$ cat config.mk
export PLATFORM = sky130hd
export DESIGN_NAME = adc_scan_seq
export DESIGN_NICKNAME = d
export VERILOG_FILES = /design/src/rtl/adc_seq_pkg.sv /design/src/rtl/adc_trig_sel.sv /design/src/rtl/adc_scan_fsm.sv /design/src/rtl/adc_result_bank.sv /design/src/rtl/adc_scan_seq.sv
export SDC_FILE = /design/constraint.sdc
export NUM_CORES = 1
export LEC_CHECK = 0
export ABC_AREA = 0
export BUFFER_PORTS_ARGS = -buffer_cell sky130_fd_sc_hd__buf_2
export CORE_UTILIZATION = 45
export CTS_CLUSTER_DIAMETER = 200
export DETAILED_ROUTE_END_ITERATION = 10
export HOLD_SLACK_MARGIN = 0.15
export PLACE_DENSITY = 0.8
export SLEW_MARGIN = 0
export SYNTH_ARGS = -nofsm -noshare
export SYNTH_HDL_FRONTEND = slang
export SYNTH_SLANG_ARGS = --single-unit
$ cat constraint.sdc
create_clock -name clk -period 2.65 [get_ports clk]
set_clock_uncertainty 0.15 [all_clocks]
set_input_delay 0.265 -clock clk [delete_from_list [all_inputs] [get_ports clk]]
set_output_delay 0.265 -clock clk [all_outputs]
set_load 0.02 [all_outputs]
$ cat src/rtl/adc_seq_pkg.sv
package adc_seq_pkg;

  typedef enum logic [1:0] {
    MODE_SINGLE  = 2'd0,
    MODE_ONEPASS = 2'd1,
    MODE_CONT    = 2'd2,
    MODE_GROUPS  = 2'd3
  } scan_mode_e;

  typedef enum logic [1:0] {
    SRC_SW  = 2'd0,
    SRC_TMR = 2'd1,
    SRC_EXT = 2'd2,
    SRC_OFF = 2'd3
  } trig_src_e;

  typedef enum logic [1:0] {
    ST_IDLE  = 2'd0,
    ST_START = 2'd1,
    ST_WAIT  = 2'd2,
    ST_CONV  = 2'd3
  } seq_state_e;

  // number of low bits dropped for a precision code
  function automatic int unsigned shift_bits(input logic [1:0] code);
    case (code)
      2'd1:    return 2;
      2'd2:    return 4;
      default: return 0;
    endcase
  endfunction

endpackage

$ cat src/rtl/adc_trig_sel.sv
module adc_trig_sel
  import adc_seq_pkg::*;
(
  input  logic       clk,
  input  logic       rst_n,
  input  logic       sw_start,
  input  logic       tmr_trig,
  input  logic       ext_pin,
  input  logic [1:0] src_a,
  input  logic [1:0] src_b,
  output logic       trig_a,
  output logic       trig_b
);

  logic ext_q;
  logic ext_rise;

  always_ff @(posedge clk) begin
    if (!rst_n) ext_q <= 1'b0;
    else        ext_q <= ext_pin;
  end

  assign ext_rise = ext_pin & ~ext_q;

  function automatic logic pick(input logic [1:0] code, input logic sw,
                                input logic tm, input logic ex);
    case (trig_src_e'(code))
      SRC_SW:  return sw;
      SRC_TMR: return tm;
      SRC_EXT: return ex;
      default: return 1'b0;
    endcase
  endfunction

  assign trig_a = pick(src_a, sw_start, tmr_trig, ext_rise);
  assign trig_b = pick(src_b, sw_start, tmr_trig, ext_rise);

endmodule

$ cat src/rtl/adc_scan_fsm.sv
module adc_scan_fsm
  import adc_seq_pkg::*;
#(
  parameter int NCH  = 4,
  parameter int CH_W = 2
) (
  input  logic            clk,
  input  logic            rst_n,
  input  logic            en,
  input  logic [1:0]      mode,
  input  logic [NCH-1:0]  chan_mask,
  input  logic [CH_W-1:0] single_ch,
  input  logic [NCH-1:0]  grpb_mask,
  input  logic            trig_a,
  input  logic            trig_b,
  input  logic            cnv_busy,
  output logic            cnv_start,
  output logic [CH_W-1:0] cnv_ch,
  output logic            wr_en,
  output logic [CH_W-1:0] wr_ch,
  output logic            scan_done,
  output logic            done_grp,
  output logic            trig_missed,
  output logic            seq_active
);

  localparam logic [CH_W:0] NONE = (CH_W+1)'(NCH);

  // lowest set bit of m at or above index from; NONE when there is none
  function automatic logic [CH_W:0] first_at(input logic [NCH-1:0] m, input int from);
    logic [CH_W:0] r;
    r = NONE;
    for (int i = NCH-1; i >= 0; i--)
      if (i >= from && m[i]) r = (CH_W+1)'(i);
    return r;
  endfunction

  seq_state_e     st;
  logic [CH_W-1:0] cur_ch;
  logic [NCH-1:0]  run_mask;
  logic            cur_grp;
  logic            pend_b;

  scan_mode_e      mode_e;
  logic            grp_mode;
  logic [NCH-1:0]  single_oh, mask_a, mask_b;
  logic            go_a, go_b, idle, conv_end, last;
  logic [CH_W:0]   first_a, first_b, first_r, nxt;

  assign mode_e    = scan_mode_e'(mode);
  assign grp_mode  = (mode_e == MODE_GROUPS);
  assign single_oh = {{(NCH-1){1'b0}}, 1'b1} << single_ch;
  assign mask_a    = grp_mode ? (chan_mask & ~grpb_mask)
                   : (mode_e == MODE_SINGLE) ? single_oh : chan_mask;
  assign mask_b    = chan_mask & grpb_mask;
  assign go_a      = en && trig_a && (|mask_a);
  assign go_b      = en && grp_mode && trig_b && (|mask_b);
  assign idle      = (st == ST_IDLE);
  assign conv_end  = (st == ST_CONV) && !cnv_busy;
  assign first_a   = first_at(mask_a, 0);
  assign first_b   = first_at(mask_b, 0);
  assign first_r   = first_at(run_mask, 0);
  assign nxt       = first_at(run_mask, int'(cur_ch) + 1);
  assign last      = (nxt == NONE);

  always_ff @(posedge clk) begin
    if (!rst_n) begin
      st          <= ST_IDLE;
      cur_ch      <= '0;
      run_mask    <= '0;
      cur_grp     <= 1'b0;
      pend_b      <= 1'b0;
      scan_done   <= 1'b0;
      done_grp    <= 1'b0;
      trig_missed <= 1'b0;
    end else begin
      scan_done   <= 1'b0;
      trig_missed <= en && !idle && (trig_a || (grp_mode && trig_b));
      case (st)
        ST_IDLE: begin
          if (go_a) begin
            run_mask <= mask_a;
            cur_ch   <= first_a[CH_W-1:0];
            cur_grp  <= 1'b0;
            pend_b   <= go_b;
            st       <= ST_START;
          end else if (go_b) begin
            run_mask <= mask_b;
            cur_ch   <= first_b[CH_W-1:0];
            cur_grp  <= 1'b1;
            pend_b   <= 1'b0;
            st       <= ST_START;
          end
        end
        ST_START: st <= ST_WAIT;
        ST_WAIT:  if (cnv_busy) st <= ST_CONV;
        ST_CONV: begin
          if (!cnv_busy) begin
            if (!last) begin
              if (en) begin
                cur_ch <= nxt[CH_W-1:0];
                st     <= ST_START;
              end else begin
                pend_b <= 1'b0;
                st     <= ST_IDLE;
              end
            end else begin
              scan_done <= 1'b1;
              done_grp  <= cur_grp;
              if (mode_e == MODE_CONT && en) begin
                cur_ch <= first_r[CH_W-1:0];
                st     <= ST_START;
              end else if (pend_b && en) begin
                run_mask <= mask_b;
                cur_ch   <= first_b[CH_W-1:0];
                cur_grp  <= 1'b1;
                pend_b   <= 1'b0;
                st       <= ST_START;
              end else begin
                pend_b <= 1'b0;
                st     <= ST_IDLE;
              end
            end
          end
        end
        default: st <= ST_IDLE;
      endcase
    end
  end

  assign cnv_start  = (st == ST_START);
  assign cnv_ch     = cur_ch;
  assign wr_en      = conv_end;
  assign wr_ch      = cur_ch;
  assign seq_active = !idle;

endmodule

$ cat src/rtl/adc_result_bank.sv
module adc_result_bank
  import adc_seq_pkg::*;
#(
  parameter int NCH     = 4,
  parameter int CH_W    = 2,
  parameter int RES_W   = 12,
  parameter int DUAL_CH = 0
) (
  input  logic               clk,
  input  logic               rst_n,
  input  logic               wr_en,
  input  logic [CH_W-1:0]    wr_ch,
  input  logic [RES_W-1:0]   wr_data,
  input  logic [1:0]         shift_code,
  output logic [RES_W-1:0]   wr_val,
  output logic               dual_sel,
  output logic [NCH*RES_W-1:0] res_flat,
  output logic [RES_W-1:0]   res_dual,
  output logic               res_wr,
  output logic [CH_W-1:0]    res_ch
);

  logic dual_hit;

  assign wr_val   = wr_data >> shift_bits(shift_code);
  assign dual_hit = wr_en && (wr_ch == CH_W'(DUAL_CH));

  for (genvar g = 0; g < NCH; g++) begin : g_slot
    localparam bit IS_DUAL = (g == DUAL_CH);
    logic [RES_W-1:0] slot_q;
    logic             take;
    if (IS_DUAL) begin : g_alt
      assign take = dual_hit && !dual_sel;
    end else begin : g_plain
      assign take = wr_en && (wr_ch == CH_W'(g));
    end
    always_ff @(posedge clk) begin
      if (!rst_n)    slot_q <= '0;
      else if (take) slot_q <= wr_val;
    end
    assign res_flat[g*RES_W +: RES_W] = slot_q;
  end

  always_ff @(posedge clk) begin
    if (!rst_n) begin
      res_dual <= '0;
      dual_sel <= 1'b0;
      res_wr   <= 1'b0;
      res_ch   <= '0;
    end else begin
      res_wr <= wr_en;
      res_ch <= wr_ch;
      if (dual_hit) begin
        dual_sel <= !dual_sel;
        if (dual_sel) res_dual <= wr_val;
      end
    end
  end

endmodule

$ cat src/rtl/adc_scan_seq.sv
module adc_scan_seq
  import adc_seq_pkg::*;
#(
  parameter int NCH     = 4,
  parameter int RES_W   = 12,
  parameter int DUAL_CH = 0,
  localparam int CH_W   = (NCH > 1) ? $clog2(NCH) : 1
) (
  input  logic                 clk,
  input  logic                 rst_n,
  input  logic                 cfg_en,
  input  logic [1:0]           cfg_mode,
  input  logic [NCH-1:0]       cfg_chan_mask,
  input  logic [CH_W-1:0]      cfg_single_ch,
  input  logic [NCH-1:0]       cfg_grpb_mask,
  input  logic [1:0]           cfg_src_a,
  input  logic [1:0]           cfg_src_b,
  input  logic [1:0]           cfg_shift,
  input  logic                 sw_start,
  input  logic                 tmr_trig,
  input  logic                 ext_pin,
  output logic                 cnv_start,
  output logic [CH_W-1:0]      cnv_ch,
  input  logic                 cnv_busy,
  input  logic [RES_W-1:0]     cnv_data,
  output logic [NCH*RES_W-1:0] res_flat,
  output logic [RES_W-1:0]     res_dual,
  output logic                 res_wr,
  output logic [CH_W-1:0]      res_ch,
  output logic                 scan_done,
  output logic                 done_grp,
  output logic                 trig_missed
);

  logic            trig_a, trig_b;
  logic            wr_en, seq_active, dual_sel;
  logic [CH_W-1:0] wr_ch;
  logic [RES_W-1:0] wr_val;

  adc_trig_sel u_trig (
    .clk(clk), .rst_n(rst_n),
    .sw_start(sw_start), .tmr_trig(tmr_trig), .ext_pin(ext_pin),
    .src_a(cfg_src_a), .src_b(cfg_src_b),
    .trig_a(trig_a), .trig_b(trig_b)
  );

  adc_scan_fsm #(.NCH(NCH), .CH_W(CH_W)) u_fsm (
    .clk(clk), .rst_n(rst_n), .en(cfg_en), .mode(cfg_mode),
    .chan_mask(cfg_chan_mask), .single_ch(cfg_single_ch),
    .grpb_mask(cfg_grpb_mask), .trig_a(trig_a), .trig_b(trig_b),
    .cnv_busy(cnv_busy), .cnv_start(cnv_start), .cnv_ch(cnv_ch),
    .wr_en(wr_en), .wr_ch(wr_ch), .scan_done(scan_done),
    .done_grp(done_grp), .trig_missed(trig_missed), .seq_active(seq_active)
  );

  adc_result_bank #(.NCH(NCH), .CH_W(CH_W), .RES_W(RES_W), .DUAL_CH(DUAL_CH)) u_bank (
    .clk(clk), .rst_n(rst_n), .wr_en(wr_en), .wr_ch(wr_ch),
    .wr_data(cnv_data), .shift_code(cfg_shift), .wr_val(wr_val),
    .dual_sel(dual_sel), .res_flat(res_flat), .res_dual(res_dual),
    .res_wr(res_wr), .res_ch(res_ch)
  );

endmodule

==> Yosys cells after proc, flatten, opt, wreduce, memory -nomap -nowiden <==
Index checks and enable logic that the tools add are counted.
{ "classes": {"add_sub_neg": 1, "order_cmp": 4, "eq_ne": 25, "n_shift": 2, "n_mux": 60, "bitwise_logic": 8, "reduce_logical": 39} }
{ "op_table": {"columns": ["op", "count"], "rows": [
  ["greater-or-equal comparator 3 x 32 -> 1 bit (first input constant)", 2],
  ["two-way mux 2 bit", 25],
  ["greater-or-equal comparator 1 x 32 -> 1 bit (first input constant)", 1],
  ["greater-or-equal comparator 2 x 32 -> 1 bit (first input constant)", 1],
  ["two-way mux 4 bit", 8],
  ["logical AND 1 bit", 20],
  ["equality test 2 bit (second input constant)", 9],
  ["two-way mux 1 bit", 15],
  ["two-way mux 3 bit", 4],
  ["right shift 12 x 3 -> 12 bit", 1],
  ["equality test 2 x 1 -> 1 bit (second input constant)", 5],
  ["logical NOT 2 bit", 5],
  ["AND reduction 5 bit", 2],
  ["bitwise AND 4 bit", 2],
  ["inequality test 2 bit (second input constant)", 4],
  ["one-hot mux 2 bit (4 select lines)", 1],
  ["one-hot mux 4 bit (2 select lines)", 1],
  ["OR reduction 4 bit", 2],
  ["inequality test 3 x 2 -> 1 bit (second input constant)", 2],
  ["one-hot mux 1 bit (3 select lines)", 2],
  ["one-hot mux 3 bit (2 select lines)", 1],
  ["AND reduction 3 bit", 2],
  ["AND reduction 6 bit", 1],
  ["inequality test 4 bit (second input constant)", 1],
  ["16 further kinds", 22]
]} }
{ "totals": {"reg_bits": 78, "input_bits": 37, "wordCells": 156} }

==> Longest topological paths before layout <==
Gate-level depths: netlist (run 1).
{ "depth": {"depth_word": 11, "ltp_mapped": 9, "depth_no_buf": 6} }

==> By module <==
From an unflattened synthesis (run 1), not the netlist that was laid out.
{ "unflattened": {"cells_unflattened": 405, "area_unflattened_um2": 3903.7} }
{ "by_module_without_submodules": {"columns": ["module", "instances", "cells_per_inst", "area_per_inst_um2", "seq_area_each_um2"], "rows": [
  ["adc_result_bank", 1, 259, 2667.6, 1281.2],
  ["adc_scan_fsm", 1, 137, 1156.1, 260.2],
  ["adc_trig_sel", 1, 9, 80.1, 20.0]
]} }

==> Least setup slack after synthesis (run 1) <==
Ideal clock, no wire load.
{ "synth_timing": {"kind": "input to register", "startpoint": "input port cfg_mode[0]", "endpoint": "register u_fsm.cur_ch[0], in the netlist u_fsm.cnv_ch[0]", "setup_time_ns": 0.121, "arrival_ns": 2.071, "path_slack_ns": 0.307, "stages": 8, "cell_sequence": "buf_6 > nor2_2 > a221oi_1 > or4_1 > buf_2 > a211o_1 > and2_4 > mux2_4"} }
{ "synth_via": {"elab_chain_len": 9} }
{ "synth_rtl": {"columns": ["item", "line_no", "text"], "rows": [
  ["start, declared", "adc_scan_seq.sv:12", "input logic [1:0] cfg_mode,"],
  ["logical NOT 2 bit", "adc_scan_fsm.sv:54", ": (mode_e == MODE_SINGLE) ? single_oh : chan_mask;"],
  ["two-way mux 4 bit", "adc_scan_fsm.sv:54", null],
  ["two-way mux 4 bit", "adc_scan_fsm.sv:53", "assign mask_a = grp_mode ? (chan_mask & ~grpb_mask)"],
  ["two-way mux 2 bit (4 in series)", "adc_scan_fsm.sv:34", "if (i >= from && m[i]) r = (CH_W+1)'(i);"],
  ["two-way mux 2 bit", "adc_scan_fsm.sv:81", "if (go_a) begin"],
  ["one-hot mux 2 bit (2 select lines)", "adc_scan_fsm.sv:79", "case (st)"],
  ["end signal, assigned", "adc_scan_fsm.sv:83", "cur_ch <= first_a[CH_W-1:0];"],
  ["end signal, assigned", "adc_scan_fsm.sv:89", "cur_ch <= first_b[CH_W-1:0];"],
  ["end signal, assigned", "adc_scan_fsm.sv:101", "cur_ch <= nxt[CH_W-1:0];"],
  ["end, declared", "adc_scan_fsm.sv:39", "logic [CH_W-1:0] cur_ch;"]
]} }
Several ways; a longest one is shown, not always the timed one. The select of a mux whose other input is x is not followed.
A chain may end at the register's enable or synchronous reset.

==> Final worst setup path (run 1) <==
{ "layout_timing": {"startpoint": "register u_fsm.st[0]", "endpoint": "register u_bank.g_slot[3].slot_q[2]"} }
{ "layout_via": {"elab_chain_len": 3} }
{ "layout_rtl": {"columns": ["item", "line_no", "text"], "rows": [
  ["start, declared", "adc_scan_fsm.sv:38", "seq_state_e st;"],
  ["start signal, assigned", "adc_scan_fsm.sv:68", "st <= ST_IDLE;"],
  ["start signal, assigned", "adc_scan_fsm.sv:86", "st <= ST_START;"],
  ["start signal, assigned", "adc_scan_fsm.sv:92", "st <= ST_START;"],
  ["equality test 2 bit", "adc_scan_fsm.sv:59", "assign conv_end = (st == ST_CONV) && !cnv_busy;"],
  ["logical AND 1 bit", "adc_scan_fsm.sv:59", null],
  ["logical AND 1 bit", "adc_result_bank.sv:35", "assign take = wr_en && (wr_ch == CH_W'(g));"],
  ["end signal, assigned", "adc_result_bank.sv:39", "else if (take) slot_q <= wr_val;"],
  ["end, declared", "adc_result_bank.sv:30", "logic [RES_W-1:0] slot_q;"]
]} }
No other way between the ends.

==> results of run 1 <==
[worst min-delay path, cell delays in order]
cell and delay [ns]:
buf_2 0.12, nand2_1 0.10, a21o_1 0.10, a311oi_1 0.08
[kinds of logic after synthesis]
| kind of cell | after synthesis |
|---|---|
| flip-flops | 78 |
| adder cells (fa/ha/maj) | 4 |
| buffers and inverters | 40 |
| XOR/XNOR | 2 |
| multiplexers | 21 |
| AO/OA/AOI/OAI | 131 |
| AND/OR/NAND/NOR | 143 |
[area by class of cell]
cell class / count / area, um2 / share of cell area (%)
Multi-Input combinational cell: 301 / 1887 / 42.51
Sequential cell: 78 / 1562 / 35.18
Timing Repair Buffer: 118 / 635.6 / 14.32
Tap cell: 102 / 127.6 / 2.876
Clock buffer: 9 / 123.9 / 2.791
Clock inverter: 7 / 61.31 / 1.381
Inverter: 11 / 41.29 / 0.9304
[final timing paths]
path | startpoint | end | cells past startpoint
setup / recovery | u_fsm.st[0]$_SDFFE_PN0P_ | u_bank.g_slot[3].slot_q[2]$_SDFFE_PN0P_ | 7
hold reg to reg | u_bank.res_dual[5]$_SDFFE_PN0P_ | u_bank.res_dual[5]$_SDFFE_PN0P_ | 2
hold / removal | cfg_chan_mask[3] | u_fsm.run_mask[3]$_SDFFE_PN0P_ | 4
setup reg to reg | u_fsm.st[0]$_SDFFE_PN0P_ | u_bank.g_slot[3].slot_q[2]$_SDFFE_PN0P_ | 7
[per-layer routing]
metal  vias up  track usage (%)
met5         -                0
met4         0            10.32
met3        19            5.779
met2       127            38.70
met1      1614            29.70
li1       1712                -
[cells in the mapped netlist, drive strengths merged, types with 4 or more instances]
library cell	n
a211oi	42
a21bo	4
a21oi	26
a221oi	4
a311oi	4
and2	8
buf	5
clkbuf	24
dfxtp	78
ha	4
inv	10
mux2	7
mux2i	14
nand2	32
nand2b	10
nand3	5
nor2	64
nor2b	7
nor3	4
o211ai	4
o21a	4
o21ai	18
o311ai	4
[sequential cells by signal, indices dropped and copies added, names as in the netlist, 2 cells and up]
register / flops
u_bank.g_slot.slot_q: 48
u_bank.res_dual: 12
u_fsm.run_mask: 4
u_bank.res_ch: 2
u_fsm.cnv_ch: 2
u_fsm.st: 2
[through the flow]
stage / std cells / utilization (%) / power [W] / setup slack (ns) / hold WS [ns]
floorplan: 419 / - / 0.001964 / 0.3075 / 0.2504
global placement: 605 / 54.27 / 0.002203 / 0.1693 / 0.2793
detailed placement: 605 / 54.27 / 0.002234 / 0.09211 / 0.2891
CTS: 626 / 57.32 / 0.003080 / 0.3032 / 0.1898
global route: 626 / 57.43 / 0.003243 / 0.06993 / 0.2296
finish: 626 / 57.43 / 0.003079 / 0.2783 / 0.2074
[timing repair]
| item | in CTS | in global routing |
|---|---|---|
| gates resized for setup | 0 | 2 |
| hold buffers | 5 | 0 |
| setup endpoints to repair | 0 | 1 |
| endpoints found under the hold margin | 7 | 0 |
[layout by cell type, fill, tap and decap left out, drive strengths merged, types with 7 or more instances in the layout]
cell / count
nand2b: 10
mux2i: 14
clkbuf: 9
buf: 113
a211oi: 42
and2: 8
dfxtp: 78
nor2: 64
inv: 14
mux2: 7
o21ai: 18
nor2b: 7
a21oi: 26
nand2: 32
[where the power goes]
part / internal (W) / total [W] / switching, W / leakage, nW
Combinational: 0.000349 / 0.000876 / 0.000528 / 1.15
Clock: 0.000358 / 0.000843 / 0.000486 / 0.0888
Sequential: 0.00125 / 0.00136 / 0.000106 / 0.630
==> run metrics, run 1 <==
area grow syn2layout=23.55%; YS warnings=0; Die Y-Extent=91.35 um; run status=finished clean; GRT overflow=0; Worst Setup Start Kind=flop; share of cells above drive strength 1=28.44%; Slew @ Worst Pin=0.7223 ns; RSZ-0062 raised after global routing=false; vias per cell=5.546; crit path time final=2.372 ns; CTS H-Tree Depth=3; Clock transition at path regs=0.09 ns; CP most frequent cell=nor2_1; Post-synth EDFFs=0; Synth Area in Simple Gates=18.36%; Final ANT Viol Nets=0; hpwl dp=7.005 mm; routed length on met1=4.128 mm; Fill cells=695; crit path buf inv count=1; largest area contributor in the netlist=dfxtp_1; GRT Resource Usage Total=23.71%; clk_lat worst skew=0.35 ns; Crit Path Category=flop to flop; Cell Pwr Density=693.9 nW/um2; # Post-CTS Setup Buffers=0; CP top delay family=simple AND/OR/NAND/NOR gates; DR top layer=met4; Post-Synth XOR/XNOR Area=0.4876%; Synth top area share=43.47%; Period Utilization, post-route=89.50%; DRT iter0 DRCs=200; overall routed net length=9.581 mm; via count=3472; Initial Utilization=46.49%; final setup TNS=0 ns; core box area=7727 um2; post-synthesis mux area share=6.200%; CTS Sinks=78; hold crit path type=primary input to flop; Final setup viols=0; Post-Synthesis Cells=419; Wirelength per Cell=15.31 um; Area contributors post-synth=dfxtp_1 43%, a211oi_1 8.8%, nor2_1 6.6%; Die Span X=91.35 um; Finished Cell Area=4438 um2; ordered list of cells on the worst path=ha_1 > nor2b_1 > nand2_1 > nor2_1 > buf_4 > nor2_1 > a211oi_1; CP required=2.76 ns; met2 WL post-DR=4.700 mm; CP Max Fanout=20; register area share after synthesis=43.47%; synthesized area per cell=8.573 um2; Slew headroom=51.85%; final net count=560; Crit path largest cell delay=0.43 ns; Fin. Hold Viols=0; arrival time worst endpoint=2.48 ns; GPL Wtd Cong=0.8688; post-placement cell area=4194 um2; FMAX=0.4216 GHz; Most used DFF post-synth=dfxtp_1; Top Ports=106; Synthesized Nets=460; Worst path slowest cell=ha_1; die area=8344 um2; Synth Area in Compound Gates=25.53%; CTS Buffer Depth=2; row count=32; Seq cells post-synth=78; initial antenna violation count=0; largest net degree at the start of global routing=60; TritonCTS clock tree=built; n_diodes=0; peak supply drop=0.3355 mV; Synth Area in Adders=1.393%; Slew Viols, Final=0; synth unique cells=57; met3 wire len=536 um; global-route wire length before repair=15.54 mm; residual DRC count=0; main combinational cell family by area after synthesis=compound AO/OA/AOI/OAI gates; DR pass1 iterations=7; max cap viols=0; IO Port Bufs=105; critical path capture point type=flop; Post-Synthesis Cell Area=3592 um2; CTS buffer count=9; clk root buf=clkbuf_8; Async SR Flop Fraction=0%; leakage=1.866 nW; flop2flop setup slack=0.28 ns; number of global-route vias before repair=3223
Power figures use the tool's default switching activity.
==> inputs of run 2 (changes only) <==
--- a/config.mk
+++ b/config.mk
@@ -11,7 +11,7 @@
 export CTS_CLUSTER_DIAMETER = 200
 export DETAILED_ROUTE_END_ITERATION = 10
 export HOLD_SLACK_MARGIN = 0.15
-export PLACE_DENSITY = 0.8
+export PLACE_DENSITY = 0.69
 export SLEW_MARGIN = 0
 export SYNTH_ARGS = -nofsm -noshare
 export SYNTH_HDL_FRONTEND = slang
==> run metrics, run 2 (synthesis results as in run 1) <==
run status=finished clean; Final setup viols=0; clk_lat worst skew=0.33 ns; overall routed net length=9.083 mm; GPL Wtd Cong=0.8821; RSZ-0062 raised after global routing=false; Cell Pwr Density=706.6 nW/um2; Die Y-Extent=91.35 um; critical path capture point type=flop; Crit Path Category=flop to flop; Slew headroom=40.18%; CP required=2.74 ns; Worst Setup Start Kind=flop; CTS buffer count=9; die area=8344 um2; clk root buf=clkbuf_8; GRT overflow=0; vias per cell=5.357; CTS H-Tree Depth=3; DR pass1 iterations=4; largest reg by FF count=u_bank.g_slot.slot_q; share of cells above drive strength 1=28.52%; Fill cells=717; hold crit path type=primary input to flop; commonest cells after routing, fill and taps aside=105 x buf_2, 78 x dfxtp_1, 63 x nor2_1; IO Port Bufs=105; CTS Sinks=78; initial antenna violation count=0; Slew @ Worst Pin=0.8973 ns; area grow syn2layout=24.17%; Top Registers=u_bank.g_slot.slot_q: 48 flops, u_bank.res_dual: 12 flops, u_fsm.run_mask: 4 flops; global-route wire length before repair=14.71 mm; DRT iter0 DRCs=171; max reg flops=48; Period Utilization, post-route=84.07%; Slew Viols, Final=0; max cap viols=0; Initial Utilization=46.49%; area of the multi-input gates=1878 um2; arrival time worst endpoint=2.32 ns; GRT Resource Usage Total=22.10%; most common cell after layout, fill and taps aside=buf_2; row count=32; Overall Power=0.003152 W; hpwl dp=6.574 mm; WHS=0.1713 ns; largest net degree at the start of global routing=60; TritonCTS clock tree=built; sequential cell area=1562 um2; Fin. Hold Viols=0; final setup TNS=0 ns; leakage=1.887 nW; FMAX=0.4489 GHz; Wirelength per Cell=14.46 um; n_diodes=0; peak supply drop=0.3324 mV; CP Max Fanout=9; Top Ports=106; residual DRC count=0; Die Span X=91.35 um; CTS resizes=0; final net count=562; crit path time final=2.228 ns; CTS Buffer Depth=2; core box area=7727 um2; Clock transition at path regs=0.08 ns; via count=3364; number of global-route vias before repair=3026; Final ANT Viol Nets=0
==> run 2: cell types whose count changed in the layout (fill, tap and decap cells not counted), sizes merged <==
cell / change
buf: +3
bufinv: +1
dlygate4sd3: -1
clkinvlp: -1
==> run 2: final timing paths <==
path	start	endpoint	slack, ns	cells after the start
max	u_fsm.cnv_ch[1]$_SDFFE_PN0P_	u_fsm.run_mask[1]$_SDFFE_PN0P_	0.42	7
min reg2reg	u_bank.res_dual[3]$_SDFFE_PN0P_	u_bank.res_dual[3]$_SDFFE_PN0P_	0.31	2
min	cnv_busy	u_fsm.done_grp$_SDFFE_PN0P_	0.17	4
max reg2reg	u_fsm.cnv_ch[1]$_SDFFE_PN0P_	u_fsm.run_mask[1]$_SDFFE_PN0P_	0.42	7
==> run 2: metal layers <==
layer	global-route usage (%)	part of all wire [%]	up-vias
met2	34.34	46	97
met4	5.556	0.98	0
li1	-	-	1714
met1	30.97	48	1545
met5	0	0	-
met3	4.941	5.5	8
==> run 2: area by class of cell <==
type,instances,area share [%]
Multi-Input combinational cell,301,42.10
Sequential cell,78,35.01
Timing Repair Buffer,120,14.53
Tap cell,102,2.861
Clock buffer,9,2.777
Clock inverter,7,1.795
Inverter,11,0.9257
==> run 2: report_power, final <==
part / internal [W] / switching, W
clock network: 0.000450 / 0.000469
registers: 0.00125 / 0.0000949
logic: 0.000360 / 0.000524
==> run 2: critical path, cell delays in order, from the launching register on <==
cell and delay, ns:
dfxtp_1 0.54, o21bai_1 0.20, o21ai_0 0.22, or3_1 0.39, a21oi_1 0.15, buf_4 0.17, a21oi_1 0.07, a311oi_1 0.26
==> run 2: timing repair <==
action	CTS	global route
hold buffers	4	0
endpoints found under the hold margin	5	0
endpoints found under the setup margin	0	0
setup buffers	0	0
==> run 2: metrics by stage <==
step | utilization (%) | instances | setup slack (ns) | instance area [um2]
floorplan | - | 419 | 0.3075 | 3592
global placement | 54.57 | 608 | 0.1801 | 4217
detailed placement | 54.57 | 608 | 0.1167 | 4217
CTS | 57.72 | 628 | 0.4598 | 4461
global route | 57.72 | 628 | 0.1727 | 4461
finish | 57.72 | 628 | 0.4221 | 4461
==> inputs of run 3 (changes only) <==
--- a/config.mk
+++ b/config.mk
@@ -11,7 +11,7 @@
 export CTS_CLUSTER_DIAMETER = 200
 export DETAILED_ROUTE_END_ITERATION = 10
 export HOLD_SLACK_MARGIN = 0.15
-export PLACE_DENSITY = 0.69
+export PLACE_DENSITY = 0.72
 export SLEW_MARGIN = 0
 export SYNTH_ARGS = -nofsm -noshare
 export SYNTH_HDL_FRONTEND = slang
==> constraint.sdc (replaced) <==
create_clock -name clk -period 1.9 [get_ports clk]
set_clock_uncertainty 0.15 [all_clocks]
set_input_delay 0.19 -clock clk [delete_from_list [all_inputs] [get_ports clk]]
set_output_delay 0.19 -clock clk [all_outputs]
set_load 0.02 [all_outputs]
==> run metrics, run 3 (synthesis results as in run 1) <==
CP top delay family=compound AO/OA/AOI/OAI gates; ordered list of cells on the worst path=buf_6 > inv_4 > a21oi_4 > or3_4 > a21oi_4 > a21oi_2 > a311oi_2; Worst Setup EP=u_fsm.run_mask[0]$_SDFFE_PN0P_; combinational fraction of design power=36.7%; Clk pwr share=27.3%; peak supply drop=0.4390 mV; sequential power share=36.0%; Crit Path Category=flop to flop; Critical R2R Launch=u_fsm.run_mask[3]$_SDFFE_PN0P_; global-route wire length before repair=16.38 mm; Non-Filler Instances=674; Final setup viols=1; crit path buf inv count=2; failing checks=negative setup slack; Clock transition at path regs=0.08 ns; via count=3675; post-route setup slack=-0.01410 ns; die area=8344 um2; Levels on crit path=7; Wirelength per Cell=15.88 um; Cell Pwr Density=1035 nW/um2; most common cell after layout, fill and taps aside=buf_2; vias per cell=5.453; CTS buffer count=9; number of global-route vias before repair=3350; GRT overflow=0; Worst Setup Start Kind=flop; arrival time worst endpoint=2.02 ns; GRT Resource Usage Total=24.88%; CTS H-Tree Depth=3; crit path time final=1.914 ns; Period Utilization, post-route=100.7%; Top Registers=u_bank.g_slot.slot_q: 48 flops, u_bank.res_dual: 12 flops, u_fsm.run_mask: 4 flops; residual DRC count=0; clk root buf=clkbuf_8; commonest cells after routing, fill and taps aside=105 x buf_2, 74 x dfxtp_1, 61 x nor2_1; IO Port Bufs=105; Slew @ Worst Pin=0.6140 ns; CP required=2.01 ns; GPL Wtd Cong=0.8596; P_sw=0.001819 W; Initial Utilization=46.49%; RSZ-0062 raised after global routing=true; Slew Viols, Final=0; largest net degree at the start of global routing=60; max reg flops=48; DRT iter0 DRCs=187; CP Max Fanout=7; flop2flop setup slack=-0.01 ns; TritonCTS clock tree=built; Die Span X=91.35 um; final net count=608; Slew headroom=59.07%; Worst path slowest cell=or3_4; largest reg by FF count=u_bank.g_slot.slot_q; hpwl dp=7.208 mm; critical path capture point type=flop; run status=finished with violations; hold crit path type=primary input to flop; cell internal pwr=0.003445 W; overall routed net length=10.70 mm; Top Ports=106; Crit path largest cell delay=0.40 ns; FMAX=0.5224 GHz; share of cells above drive strength 1=39.86%; row count=32; Switching Share=34.56%; CTS Sinks=78; CP startpoint=u_fsm.run_mask[3]$_SDFFE_PN0P_; leakage=2.180 nW; DR pass1 iterations=4; placed cell count=642; R2R Path End=u_fsm.run_mask[0]$_SDFFE_PN0P_; core box area=7727 um2; Die Y-Extent=91.35 um; n_diodes=0; max cap viols=0; Fin. Hold Viols=0; area grow syn2layout=41.55%; CTS Buffer Depth=2; Final ANT Viol Nets=0; R2R depth=7; CP most frequent cell=a21oi_4; Overall Power=0.005264 W; initial antenna violation count=0; clk_lat worst skew=0.36 ns
==> run 3: cell types whose count changed in the layout (fill, tap and decap cells not counted), moves of 3 or more <==
| cell | before | now |
|---|---|---|
| a21oi_1 | 26 | 20 |
| a21oi_2 | 0 | 4 |
| buf_4 | 11 | 49 |
| buf_6 | 0 | 3 |
| dfxtp_1 | 78 | 74 |
| dfxtp_4 | 0 | 3 |
| inv_1 | 10 | 7 |
| nor2_4 | 0 | 3 |
==> run 3: layer usage <==
layer,track usage [%],vias up,part of all wire [%]
met5,0,-,0
met4,6.746,0,1.1
met3,4.858,10,4.2
met2,40.15,94,49
met1,33.87,1763,46
li1,-,1808,-
==> run 3: worst min-delay path by stage <==
stage / end / from / depth (start not counted) / slack [ns]
after floorplan: u_trig.ext_q$_SDFF_PN0_ / ext_pin / 2 / 0.18
after global placement: u_bank.res_dual[8]$_SDFFE_PN0P_ / u_bank.res_dual[8]$_SDFFE_PN0P_ / 2 / 0.28
after detailed placement: u_bank.res_dual[2]$_SDFFE_PN0P_ / u_bank.res_dual[2]$_SDFFE_PN0P_ / 2 / 0.29
after CTS: u_fsm.trig_missed$_SDFF_PN0_ / cfg_src_b[1] / 5 / 0.17
after global routing: u_bank.res_dual[0]$_SDFFE_PN0P_ / cnv_data[0] / 5 / 0.23
final: u_fsm.trig_missed$_SDFF_PN0_ / cfg_src_b[1] / 5 / 0.19
==> run 3: layout make-up <==
cell class,instances,area [um2]
Fill cell,630,2643
Multi-Input combinational cell,301,2054
Sequential cell,78,1574
Timing Repair Buffer,166,1055
Tap cell,102,127.6
Clock buffer,9,123.9
Clock inverter,7,102.6
Inverter,11,47.55
==> run 3: worst min-delay path: cells and delay by family <==
family	cells	cell delay, ns
and+or+nand+nor	3	0.22
buffers and inverters	1	0.09
AOI/OAI and AO/OA	1	0.17
==> run 3: through the flow <==
stage / worst slack [ns] / cell area [um2] / setup TNS, ns / hold slack [ns] / util (%)
6_report: -0.01410 / 5085 / -0.01410 / 0.1945 / 65.80
4_1_cts: 0.008088 / 4858 / 0 / 0.1749 / 62.87
3_5_place_dp: -0.3872 / 4527 / -3.921 / 0.2903 / 58.58
5_1_grt: -0.04371 / 5085 / -0.1474 / 0.2295 / 65.80
2_1_floorplan: -0.2480 / 3636 / -1.844 / 0.1754 / -
3_3_place_gp: -0.3221 / 4527 / -2.575 / 0.2817 / 58.58
==> run 3: power groups by stage <==
stage	clock network, W	logic [W]	registers (W)
6_report	0.00144	0.00193	0.00189
5_1_grt	0.00151	0.00208	0.00191
4_1_cts	0.00144	0.00157	0.00184
3_5_place_dp	0	0.00149	0.00188
3_3_place_gp	0	0.00145	0.00187
2_1_floorplan	0	0.000852	0.00191
==> run 3: repair_timing <==
action | in CTS | in global routing
hold buffers | 6 | 0
gates cloned | 0 | 3
resized for setup | 11 | 37
pin swaps | 3 | 11
setup buffers | 1 | 7
endpoints found under the setup margin | 26 | 65
endpoints found under the hold margin | 9 | 0
